**src/rtl/irq_shadow_pkg.sv**
```systemverilog
// Package: register offsets, field positions and the write-strobe bundle
// shared by the interrupt shadow block. Assumes byte addresses of 8 bits.
package irq_shadow_pkg;

    localparam int DATA_W   = 32;
    localparam int ADDR_W   = 8;

    // Field positions, decoded by software.
    localparam int TX_LSB   = 0;
    localparam int RX_LSB   = 9;
    localparam int CORE_LSB = 16;

    // Register byte offsets.
    localparam logic [ADDR_W-1:0] OFS_SRC      = 8'h20;
    localparam logic [ADDR_W-1:0] OFS_SRC_SET  = 8'h24;
    localparam logic [ADDR_W-1:0] OFS_SRC_CLR  = 8'h28;
    localparam logic [ADDR_W-1:0] OFS_MSK      = 8'h2c;
    localparam logic [ADDR_W-1:0] OFS_MSK_SET  = 8'h30;
    localparam logic [ADDR_W-1:0] OFS_MSK_CLR  = 8'h34;
    localparam logic [ADDR_W-1:0] OFS_MASKED   = 8'h38;
    localparam logic [ADDR_W-1:0] OFS_EOI      = 8'h3c;

    // One-cycle write strobes decoded from the bus.
    typedef struct packed {
        logic src_set;
        logic src_clr;
        logic msk_set;
        logic msk_clr;
        logic eoi;
    } wr_strobe_t;

    // Mask of the implemented bits for a given field size.
    function automatic logic [DATA_W-1:0] impl_bits(input int ntx, input int nrx, input int ncore);
        logic [DATA_W-1:0] m;
        m = '0;
        for (int i = 0; i < ntx; i++)   m[TX_LSB + i]   = 1'b1;
        for (int i = 0; i < nrx; i++)   m[RX_LSB + i]   = 1'b1;
        for (int i = 0; i < ncore; i++) m[CORE_LSB + i] = 1'b1;
        return m;
    endfunction

endpackage

```
**src/rtl/irq_w1sc_reg.sv**
```systemverilog
// Module: a register with write-one-to-set and write-one-to-clear ports plus
// hardware set inputs. A hardware set has priority over a clear in the same
// cycle. Bits outside IMPL never become one.
// Assumes set_wr and clr_wr are never both high (one bus write per cycle).
module irq_w1sc_reg #(
    parameter int               W    = 32,
    parameter logic [W-1:0]     IMPL = '1
) (
    input  logic         clk,
    input  logic         rst_n,
    input  logic         set_wr,
    input  logic         clr_wr,
    input  logic [W-1:0] wdata,
    input  logic [W-1:0] hw_set,
    output logic [W-1:0] q
);

    logic [W-1:0] nxt;

    // Next value: clear first, then software set, then hardware set wins.
    always_comb begin
        nxt = q;
        if (clr_wr) nxt = nxt & ~wdata;
        if (set_wr) nxt = nxt | wdata;
        nxt = (nxt | hw_set) & IMPL;
    end

    // State register with synchronous reset.
    always_ff @(posedge clk) begin
        if (!rst_n) q <= '0;
        else        q <= nxt;
    end

    // A hardware event is never lost, even under a clear write.
    assert_hw_set_sticks_R8: assert property (@(posedge clk) disable iff (!rst_n)
        (|(hw_set & IMPL)) |=> ((q & $past(hw_set & IMPL)) == $past(hw_set & IMPL)));

    // A set write leaves every written implemented bit at one.
    assert_sw_set_R3: assert property (@(posedge clk) disable iff (!rst_n)
        set_wr |=> ((q & $past(wdata & IMPL)) == $past(wdata & IMPL)));

    // A clear write without a colliding event leaves the written bits at zero.
    assert_sw_clear_R4: assert property (@(posedge clk) disable iff (!rst_n)
        (clr_wr && ((hw_set & wdata) == '0)) |=> ((q & $past(wdata)) == '0));

endmodule

```
**src/rtl/irq_bus_decode.sv**
```systemverilog
// Module: decodes bus writes into one-cycle strobes and muxes read data.
// Assumes read data is consumed combinationally in the cycle of the address.
module irq_bus_decode
    import irq_shadow_pkg::*;
(
    input  logic [ADDR_W-1:0] addr,
    input  logic              we,
    input  logic [DATA_W-1:0] src,
    input  logic [DATA_W-1:0] msk,
    output wr_strobe_t        strb,
    output logic [DATA_W-1:0] rdata
);

    // Write strobes: only the set, clear and end-of-interrupt ports act.
    always_comb begin
        strb.src_set = we && (addr == OFS_SRC_SET);
        strb.src_clr = we && (addr == OFS_SRC_CLR);
        strb.msk_set = we && (addr == OFS_MSK_SET);
        strb.msk_clr = we && (addr == OFS_MSK_CLR);
        strb.eoi     = we && (addr == OFS_EOI);
    end

    // Read mux: set and clear ports read back their register.
    always_comb begin
        case (addr)
            OFS_SRC, OFS_SRC_SET, OFS_SRC_CLR: rdata = src;
            OFS_MSK, OFS_MSK_SET, OFS_MSK_CLR: rdata = msk;
            OFS_MASKED:                        rdata = src & msk;
            default:                           rdata = '0;
        endcase
    end

endmodule

```
**src/rtl/irq_eoi_gate.sv**
```systemverilog
// Module: turns the masked-pending level into a one-cycle CPU pulse, then
// holds the line low until an end-of-interrupt write re-arms it.
// Assumes pending comes from registered state.
module irq_eoi_gate (
    input  logic clk,
    input  logic rst_n,
    input  logic pending,
    input  logic eoi_wr,
    output logic irq
);

    logic armed;
    logic fire;

    // Fire when armed, or being re-armed in this cycle, with work pending.
    assign fire = (armed || eoi_wr) && pending;

    // Arm and pulse registers; reset leaves the line armed and low.
    always_ff @(posedge clk) begin
        if (!rst_n) begin
            armed <= 1'b1;
            irq   <= 1'b0;
        end else begin
            armed <= fire ? 1'b0 : (armed || eoi_wr);
            irq   <= fire;
        end
    end

    // The pulse lasts one cycle unless an end-of-interrupt write refires it.
    assert_single_pulse_R9: assert property (@(posedge clk) disable iff (!rst_n)
        (irq && !eoi_wr) |=> !irq);

    // Without arming and without an end-of-interrupt write the line stays low.
    assert_hold_low_R9: assert property (@(posedge clk) disable iff (!rst_n)
        (!armed && !eoi_wr) |=> !irq);

    // An end-of-interrupt write with work pending fires in the next cycle.
    assert_eoi_refire_R10: assert property (@(posedge clk) disable iff (!rst_n)
        (eoi_wr && pending) |=> irq);

endmodule

```
**src/rtl/usb_irq_shadow.sv**
```systemverilog
// Module: top of the interrupt shadow. Places the event pulses into the source
// register layout, holds source and mask registers with set and clear ports,
// and drives the re-armable CPU interrupt pulse.
// Assumes event inputs are synchronous to clk and field sizes fit the layout.
module usb_irq_shadow
    import irq_shadow_pkg::*;
#(
    parameter int NUM_TX   = 5,
    parameter int NUM_RX   = 4,
    parameter int NUM_CORE = 9
) (
    input  logic              clk,
    input  logic              rst_n,
    input  logic [7:0]        bus_addr,
    input  logic              bus_we,
    input  logic [31:0]       bus_wdata,
    output logic [31:0]       bus_rdata,
    input  logic [NUM_TX-1:0]   tx_evt,
    input  logic [NUM_RX-1:0]   rx_evt,
    input  logic [NUM_CORE-1:0] core_evt,
    output logic              cpu_irq
);

    localparam logic [DATA_W-1:0] IMPL = impl_bits(NUM_TX, NUM_RX, NUM_CORE);

    logic [DATA_W-1:0] hw_vec;
    logic [DATA_W-1:0] src_q;
    logic [DATA_W-1:0] msk_q;
    wr_strobe_t        strb;

    // Place each event pulse at its bit in the source layout.
    always_comb begin
        hw_vec = '0;
        for (int i = 0; i < NUM_TX; i++)   hw_vec[TX_LSB + i]   = tx_evt[i];
        for (int i = 0; i < NUM_RX; i++)   hw_vec[RX_LSB + i]   = rx_evt[i];
        for (int i = 0; i < NUM_CORE; i++) hw_vec[CORE_LSB + i] = core_evt[i];
    end

    irq_bus_decode u_decode (
        .addr  (bus_addr),
        .we    (bus_we),
        .src   (src_q),
        .msk   (msk_q),
        .strb  (strb),
        .rdata (bus_rdata)
    );

    irq_w1sc_reg #(.W(DATA_W), .IMPL(IMPL)) u_src (
        .clk    (clk),
        .rst_n  (rst_n),
        .set_wr (strb.src_set),
        .clr_wr (strb.src_clr),
        .wdata  (bus_wdata),
        .hw_set (hw_vec),
        .q      (src_q)
    );

    irq_w1sc_reg #(.W(DATA_W), .IMPL(IMPL)) u_msk (
        .clk    (clk),
        .rst_n  (rst_n),
        .set_wr (strb.msk_set),
        .clr_wr (strb.msk_clr),
        .wdata  (bus_wdata),
        .hw_set ('0),
        .q      (msk_q)
    );

    irq_eoi_gate u_gate (
        .clk     (clk),
        .rst_n   (rst_n),
        .pending (|(src_q & msk_q)),
        .eoi_wr  (strb.eoi),
        .irq     (cpu_irq)
    );

    // Reset leaves the registers clear, so the line cannot fire right after it.
    assert_reset_quiet_R1: assert property (@(posedge clk)
        !rst_n |=> (!cpu_irq && src_q == '0 && msk_q == '0));

endmodule

```
**config.mk**
```make
export PLATFORM = sky130hd
export DESIGN_NAME = usb_irq_shadow
export DESIGN_NICKNAME = d
export VERILOG_FILES = /design/src/rtl/irq_shadow_pkg.sv /design/src/rtl/irq_w1sc_reg.sv /design/src/rtl/irq_bus_decode.sv /design/src/rtl/irq_eoi_gate.sv /design/src/rtl/usb_irq_shadow.sv
export SDC_FILE = /design/constraint.sdc
export NUM_CORES = 1
export LEC_CHECK = 0
export ABC_CLOCK_PERIOD_IN_PS = 2950
export CORE_UTILIZATION = 43
export DETAILED_ROUTE_END_ITERATION = 8
export PLACE_DENSITY = 0.8
export SYNTH_ARGS = -nofsm -noshare
export SYNTH_HDL_FRONTEND = slang
export SYNTH_SLANG_ARGS = --single-unit
```
**constraint.sdc**
```tcl
create_clock -name clk -period 2.95 [get_ports clk]
set_input_delay 0.7375 -clock clk [delete_from_list [all_inputs] [get_ports clk]]
set_output_delay 0.7375 -clock clk [all_outputs]
set_load 0.1 [all_outputs]
```
; ---- Word-level counts from Yosys, hierarchy flattened
; Index checks and enable logic that the tools add are counted.
[totals]
out_inout_bits = 33
reg_bits = 38
input_bits = 61
[op_classes]
n_reduce_logical = 10
n_mux = 6
n_eq_ne = 8
bitwise_logic = 7
[ops]
columns = cell, count
row1 = $mux 25, 4
row2 = $pmux 32 s3, 1
row3 = $and 25x25->25, 3
row4 = $or 25x25->25, 3
row5 = $eq 8x6->1 const B, 8
row6 = $reduce_or 32->1, 1
row7 = $not 25->25, 1
row8 = $logic_and 1x1->1, 6
row9 = $reduce_or 3->1, 2
row10 = $logic_or 1x1->1, 1
row11 = $mux 1, 1

; ---- Longest topological paths before layout
; Gate-level depths: netlist of run 1.
[logic_depth]
word_depth = 6
ltp_mapped = 7
mapped_depth_nobuf = 4

; ---- Cells and area by module
; From an unflattened synthesis of run 1, not the netlist that was laid out.
[hier_totals]
cells_unflattened = 345
hier_area_um2 = 3086.7
[modules_own_cells]
columns = mod, instances, seq_area_each_um2, cells_each, area_per_inst_um2
row1 = irq_w1sc_reg, 2, 360.3, 92, 918.4
row2 = irq_bus_decode, 1, 0.0, 133, 1026.0
row3 = usb_irq_shadow, 1, 0.0, 22, 161.4
row4 = irq_eoi_gate, 1, 40.0, 6, 62.6

; ---- Worst setup path before layout of run 1
; OpenSTA, ideal clock, no wires.
[synth_timing]
path_kind = input to output
startpoint = in bus_addr[7]
endpoint = out bus_rdata[0]
stages = 7
t_arrival_ns = 2.745
path_slack_ns = -0.533
required_time_ns = 2.213
path_cell_list = or3b_1 buf_6 or3_1 buf_6 buf_6 o21bai_2 a22o_1
[synth_via]
elab_chain_len = 3
elab_cells_between_ends = 10
[synth_lines]
columns = item, line_no
row1 = "start, declared", usb_irq_shadow.sv:14  ; input logic [7:0] bus_addr,
row2 = $eq 8x6->1, irq_bus_decode.sv:25  ; case (addr)
row3 = $reduce_or 3->1, irq_bus_decode.sv:25
row4 = $pmux 32 s3 (*), irq_bus_decode.sv:25
row5 = "end, declared", usb_irq_shadow.sv:17  ; output logic [31:0] bus_rdata,
; Mark *: on every way between the ends. The rest lies on a longest branch, timed or not.

; ---- Worst setup path in the final report of run 1
[layout_timing]
startpoint = in bus_addr[6]
endpoint = out bus_rdata[0]
; Same word-level chain as after synthesis.

==> impl_metrics.csv, run 1 <==
group,metric,value,unit
status,status,"finished, violations left",
yosys,synth-seq-cells,38,
detailed_routing,dr.pass1.iters,4,
layout,areaGrowthSynthToFinish,58.20,%
detailed_routing,wl,6883,um
detailed_routing,drtAntennaViolNets,0,
critical_path,cpMaxStageDelayCell,"or3b_4",
floorplan,start_util,44.83,%
grt,grt_pass1_wl,11140,um
placement,hpwlAfterDp,4566,um
floorplan,placementRows,26,
detailed_routing,drc,0,
flow_run,drv_cap,0,
clock_network,ctsHtreeMaxLevel,2,
yosys,syn_avg_cell_area,8.807,um^2
sta,max_clock_freq,324.3,MHz
detailed_routing,drt-initial-drc-count,83,
critical_path,crit_required,2.21,ns
floorplan,ios,94,
layout,post-route-util,70.92,%
floorplan,dieArea,5621,um^2
power,power_density,344.6,nW/um^2
critical_path,end_kind,"primary output",
sta,timing.final.ws_setup,-0.1332,ns
yosys,yosysUniqueCellTypes,32,
placement,globalplace.congestion,0.7922,
power,p_leak,1.547,nW
clock_network,clk_path_buf_depth,2,
clock_network,cts.sinks,38,
grt,grt.overflow.total,0,
status,violations,"negative setup slack",
placement,dpl_worst_slack,-0.3770,ns
layout,drive_gt1_share,26.88,%
power,finalPower,1.248,mW
detailed_routing,routedWlPerCell,16.55,um
placement,placed_cell_area,3406,um^2
floorplan,coreArea,5107,um^2
sta,clock_skew,0.002458,ns
yosys,ys.flop_type,"dfxtp_1",
yosys,synth_edf_count,0,
clock_network,clock_tree.root_cell,"clkbuf_8",
critical_path,crit_path_start,"bus_addr[6]",
detailed_routing,num_vias,2304,
sta,setup_viol,18,
floorplan,die_h,74.97,um
detailed_routing,viasPerCell,5.538,
sta,slew_violations,0,
floorplan,die_w,74.97,um
layout,fin_area,3622,um^2
critical_path,critPathKind,"input port to primary output",
clock_network,numCtsBuffers,5,
yosys,ys_seq_area_share,33.22,%
yosys,netlist_area,2290,um^2
grt,track_usage,26.72,%
clock_network,clkLatencyLatePin,0.29,ns
grt,antenna_found_initial,0,
yosys,yosys_warnings,0,
clock_network,clk_pin_slew,0.08,ns
clock_network,cts_tree,"built",
sta,period_needed,3.083,ns
critical_path,slowest_delay,0.39,ns
critical_path,path_common_cell,"buf_6",
yosys,synthArstFlopShare,0,%
critical_path,cp_max_fo,6,
layout,finalNetCount,406,
critical_path,rr_startpoint,"u_src.q[2]$_SDFF_PN0_",
min_path,hp-class,"register to register",
grt,grt_start_max_net_pins,25,
sta,min_period_over_period,104.5,%
critical_path,crit_path_start_kind,"input port",
placement,portBuffers,65,
critical_path,cp_data_arrival_time,2.35,ns
power,ir_drop,0.0002184,V
critical_path,cp_cell_sequence,"buf_6, or3b_4, buf_6, buf_6, a211oi_4, buf_6, o21bai_4, a22o_4, buf_12",
grt,grt_pass1_vias,2319,
yosys,synth_cells,260,
layout,antennaDiodeCount,0,
sta,rsz0062_at_grt,"yes",
sta,finalHoldViolCount,0,
==> synthesized netlist by cell type, types with 2 or more instances <==
master    number  share of area (%)
buf_4         15                4.9
a21o_1        18                5.9
a22oi_1        6                2.0
nand4_1        3               0.82
a22o_1         2               0.77
nand2_1       53                8.7
buf_2          3               0.66
clkbuf_1       5               0.82
or3b_1         3                1.1
a221o_1       16                7.0
nand2b_1       2               0.55
o21a_1        18                5.9
nor2_1        17                2.8
inv_1          3               0.49
dfxtp_1       38                 33
a21oi_1        2               0.44
buf_6          5                2.5
nor4_4         3                2.8
nand3b_1       2               0.66
mux2i_1       18                7.9
a21boi_0      16                5.2
o21bai_2       2               0.98
==> cell families (layout without fill, tap and decap cells) <==
group / after synthesis / after routing / synth area share (%)
compound gates: 85 / 85 / 31.04
buf+inv: 32 / 105 / 9.508
flops: 38 / 38 / 33.22
mux: 18 / 18 / 7.869
other cells: 1 / 14 / 0.1638
simple gates: 86 / 86 / 18.20
==> power by group <==
group          switching, mW  total (mW)  internal [mW]  leakage [nW]
clock network          0.195       0.448          0.252        0.0514
registers             0.0186       0.549          0.531         0.312
logic                  0.150       0.251          0.101          1.18
total                  0.364        1.25          0.885          1.55
==> routing by layer <==
metal | GRT usage, % | share of wire (%)
met3 | 4.552 | 5.2
met2 | 48.65 | 52
met5 | 0 | 0
met4 | 9.434 | 1.9
met1 | 31.51 | 41
==> placed cells by master, fill, tap and decap left out, types with 2 or more instances in the layout <==
master           count
nand2_1             53
dfxtp_1             38
clkdlybuf4s50_1     38
buf_12              20
buf_4               19
mux2i_1             18
a21o_1              18
o21a_1              18
a21boi_0            16
conb_1              14
a221o_4             10
nor2_1               9
buf_6                9
nor2_2               8
a221o_2              6
a22oi_1              6
clkbuf_8             5
dlygate4sd2_1        4
inv_1                3
nor4_4               3
nand4_1              3
nand2b_1             2
nand3b_1             2
o21bai_4             2
a22o_4               2
or3b_1               2
a21oi_1              2
buf_2                2
==> through the flow <==
step,setup TNS (ns),instances,hold WS (ns)
after detailed placement,-6.439,400,0.4633
after floorplan,-1.238,273,0.4426
after global placement,-5.924,400,0.4592
after CTS,-2.707,418,0.4809
final,-1.403,416,0.4864
after global routing,-2.468,416,0.5197
==> worst max-delay path: cells and delay by family <==
kind / cells / cell delay (ns)
AOI/OAI and AO/OA: 3 / 0.53
buffers and inverters: 5 / 0.68
and+or+nand+nor: 1 / 0.39
==> layout make-up <==
type / count / area (um^2)
clock buffer: 6 / 72.57
clock inverter: 2 / 37.54
fill: 383 / 1485
inverter: 3 / 11.26
multi-input combinational: 203 / 1545
sequential: 38 / 760.7
tap: 70 / 87.58
timing repair buffer: 94 / 1107
==> worst paths after layout <==
path	end	slack (ns)	cells after the start
max	bus_rdata[0]	-0.13	9
min	register	0.49	2
max reg2reg	u_gate.irq$_SDFF_PN0_	1.61	4
min reg2reg	register	0.49	2
==> what timing repair did <==
action,4_1_cts,5_1_grt
hold buffers,0,0
pin swaps,20,7
resized for setup,24,6
endpoints found under the setup margin,18,18
setup buffers,7,0
gates cloned,3,1
Note: power is estimated with default switching activity, not from simulation.
==> run 2: changes to the inputs <==
CORE_UTILIZATION = 60   (was 43)
DONT_BUFFER_PORTS = 1   (was default)
PLACE_DENSITY = 0.76   (was 0.8)
RECOVER_POWER = 50   (was default)
REMOVE_ABC_BUFFERS = 1   (was default)
==> run 2 against run 1 <==
  * Sequential power hardly changed
  * The flow now finishes without violations
  * Maximum frequency rose by 4.6%
  * Flip-flop and latch count unchanged
  * Worst setup slack better by 0.14 ns
  * Design area is 23% lower
  * Clock-buffer cell count did not move
  * Critical path type unchanged
  * Combinational power shrank 38%
  * Sequential share of layout area up 6.1 points
  * Die area down 28%
  * Power rose by 0.31%
==> impl_metrics.csv, run 2 (synthesized netlist as in run 1, its figures left out) <==
group,metric,value,unit
status,status,"complete, no violations",
power,power_density,446.1,nW/um^2
sta,max_clock_freq,339.2,MHz
floorplan,placementRows,22,
sta,tns,0,ns
grt,antenna_found_initial,0,
placement,hpwlAfterDp,3615,um
layout,drive_gt1_share,16.90,%
critical_path,cpMaxStageDelayCell,"or3b_4",
grt,grt.overflow.total,0,
layout,final_cell_mix,"53 x nand2_1, 38 x dfxtp_1, 19 x buf_12",
detailed_routing,maxUsedRoutingLayer,"met4",
min_path,hp-class,"register to register",
sta,setup_viol,0,
sta,finalHoldViolCount,0,
sta,relSlewSlack,14.49,%
detailed_routing,wl,5538,um
floorplan,start_util,62.54,%
power,finalPower,1.252,mW
sta,period_needed,2.948,ns
detailed_routing,wl_met2,2792,um
placement,portBuffers,0,
detailed_routing,num_vias,1992,
critical_path,cp_max_fo,8,
layout,post-route-util,76.66,%
detailed_routing,routedWlPerCell,16.68,um
critical_path,slowest_delay,0.41,ns
clock_network,cts_hold_buf,0,
critical_path,end_kind,"primary output",
clock_network,cts_tree,"built",
critical_path,crit_path_start_kind,"input port",
grt,grt_pass1_wl,8832,um
detailed_routing,drtAntennaViolNets,0,
grt,track_usage,28.31,%
detailed_routing,dr.pass1.iters,4,
critical_path,crit_required,2.21,ns
critical_path,critPathKind,"input port to primary output",
floorplan,coreArea,3661,um^2
detailed_routing,met1Wirelength,2399,um
power,ir_drop,0.0004022,V
sta,clock_skew,0.01074,ns
layout,antennaDiodeCount,0,
flow_run,drv_cap,0,
layout,fill_cells,256,
placement,dpl_worst_slack,-0.08878,ns
floorplan,die_h,63.78,um
sta,min_period_over_period,99.93,%
clock_network,clk_pin_slew,0.08,ns
sta,timing.final.ws_setup,0.002202,ns
critical_path,cp_cell_sequence,"or3b_4, or3_4, buf_6, o21bai_4, a22o_1, buf_12",
sta,rsz0062_at_grt,"yes",
clock_network,ctsHtreeMaxLevel,2,
grt,grt_pass1_vias,1876,
sta,worst_slew_pin_slew,1.271,ns
clock_network,postCtsSetupBuffers,0,
layout,areaGrowthSynthToFinish,22.57,%
layout,finalNetCount,344,
clock_network,clock_tree.root_cell,"clkbuf_8",
sta,slew_violations,0,
detailed_routing,drc,0,
clock_network,clkLatencyLatePin,0.30,ns
layout,layout_commonest_cell,"nand2_1",
grt,grt_start_max_net_pins,40,
floorplan,dieArea,4067,um^2
floorplan,ios,94,
detailed_routing,wl_met3,281,um
placement,globalplace.congestion,0.7855,
clock_network,clk_path_buf_depth,2,
floorplan,die_w,63.78,um
power,p_leak,1.206,nW
clock_network,numCtsBuffers,5,
detailed_routing,drt-initial-drc-count,147,
detailed_routing,viasPerCell,6.000,
critical_path,cp_data_arrival_time,2.21,ns
clock_network,cts.sinks,38,
run 2: cell types whose count changed in the layout (fill, tap and decap cells not counted), moves of 2 or more:
| cell | before | now |
|---|---|---|
| a221o_1 | 0 | 16 |
| buf_6 | 9 | 2 |
| a22o_1 | 0 | 2 |
| nor2_2 | 8 | 1 |
| a221o_2 | 6 | 0 |
| dlygate4sd2_1 | 4 | 0 |
| buf_4 | 19 | 10 |
| nor4_1 | 0 | 2 |
| clkdlybuf4s50_1 | 38 | 0 |
| nor2_1 | 9 | 16 |
| buf_2 | 2 | 0 |
| a221o_4 | 10 | 0 |
| nor4_4 | 3 | 1 |
| a22o_4 | 2 | 0 |
run 2: layout make-up:
| class | count | area [um^2] | area share, % |
|---|---|---|---|
| Sequential cell | 38 | 760.7 | 27.11 |
| Timing Repair Buffer | 32 | 481.7 | 17.16 |
| Clock inverter | 2 | 60.06 | 2.140 |
| Tap cell | 48 | 60.06 | 2.140 |
| Inverter | 3 | 11.26 | 0.4012 |
| Multi-Input combinational cell | 203 | 1350 | 48.11 |
| Clock buffer | 6 | 82.58 | 2.942 |
run 2: critical path: cells and delay by family:
kind | cells | cell delay, ns
simple gates | 2 | 0.78
compound gates | 2 | 0.34
buf+inv | 2 | 0.35
run 2: layer usage:
layer  global-route usage (%)  vias to the layer above
met5                        0                        -
met4                    10.80                        0
met3                    7.143                        8
met2                    48.27                       67
met1                    33.93                      953
li1                         -                      964
run 2: path summary, 6_finish.rpt:
check / from / end / slack [ns] / cells after the start
min: u_gate.armed$_SDFF_PN1_ / u_gate.irq$_SDFF_PN0_ / 0.48 / 2
max: bus_addr[7] / bus_rdata[21] / 0.002 / 6
min reg2reg: u_gate.armed$_SDFF_PN1_ / u_gate.irq$_SDFF_PN0_ / 0.48 / 2
max reg2reg: u_src.q[2]$_SDFF_PN0_ / u_gate.armed$_SDFF_PN1_ / 1.69 / 3
run 2: timing repair:
action	CTS	global route
endpoints found under the hold margin	0	0
pin swaps	2	2
gates resized for setup	5	2
setup endpoints to repair	18	7
run 2: per-stage QoR:
| step | instance area (um^2) | hold slack, ns | instances |
|---|---|---|---|
| 2_1_floorplan | 2132 | 0.4426 | 244 |
| 6_report | 2806 | 0.4817 | 332 |
| 5_1_grt | 2806 | 0.5190 | 332 |
| 3_5_place_dp | 2670 | 0.4743 | 324 |
| 3_3_place_gp | 2670 | 0.4592 | 324 |
| 4_1_cts | 2834 | 0.4852 | 332 |
run 2: report_power, final:
group / switching, mW / leakage, nW / total, mW / internal [mW]
Combinational: 0.113 / 0.823 / 0.155 / 0.0415
Sequential: 0.0163 / 0.312 / 0.547 / 0.531
Clock: 0.189 / 0.0714 / 0.550 / 0.361
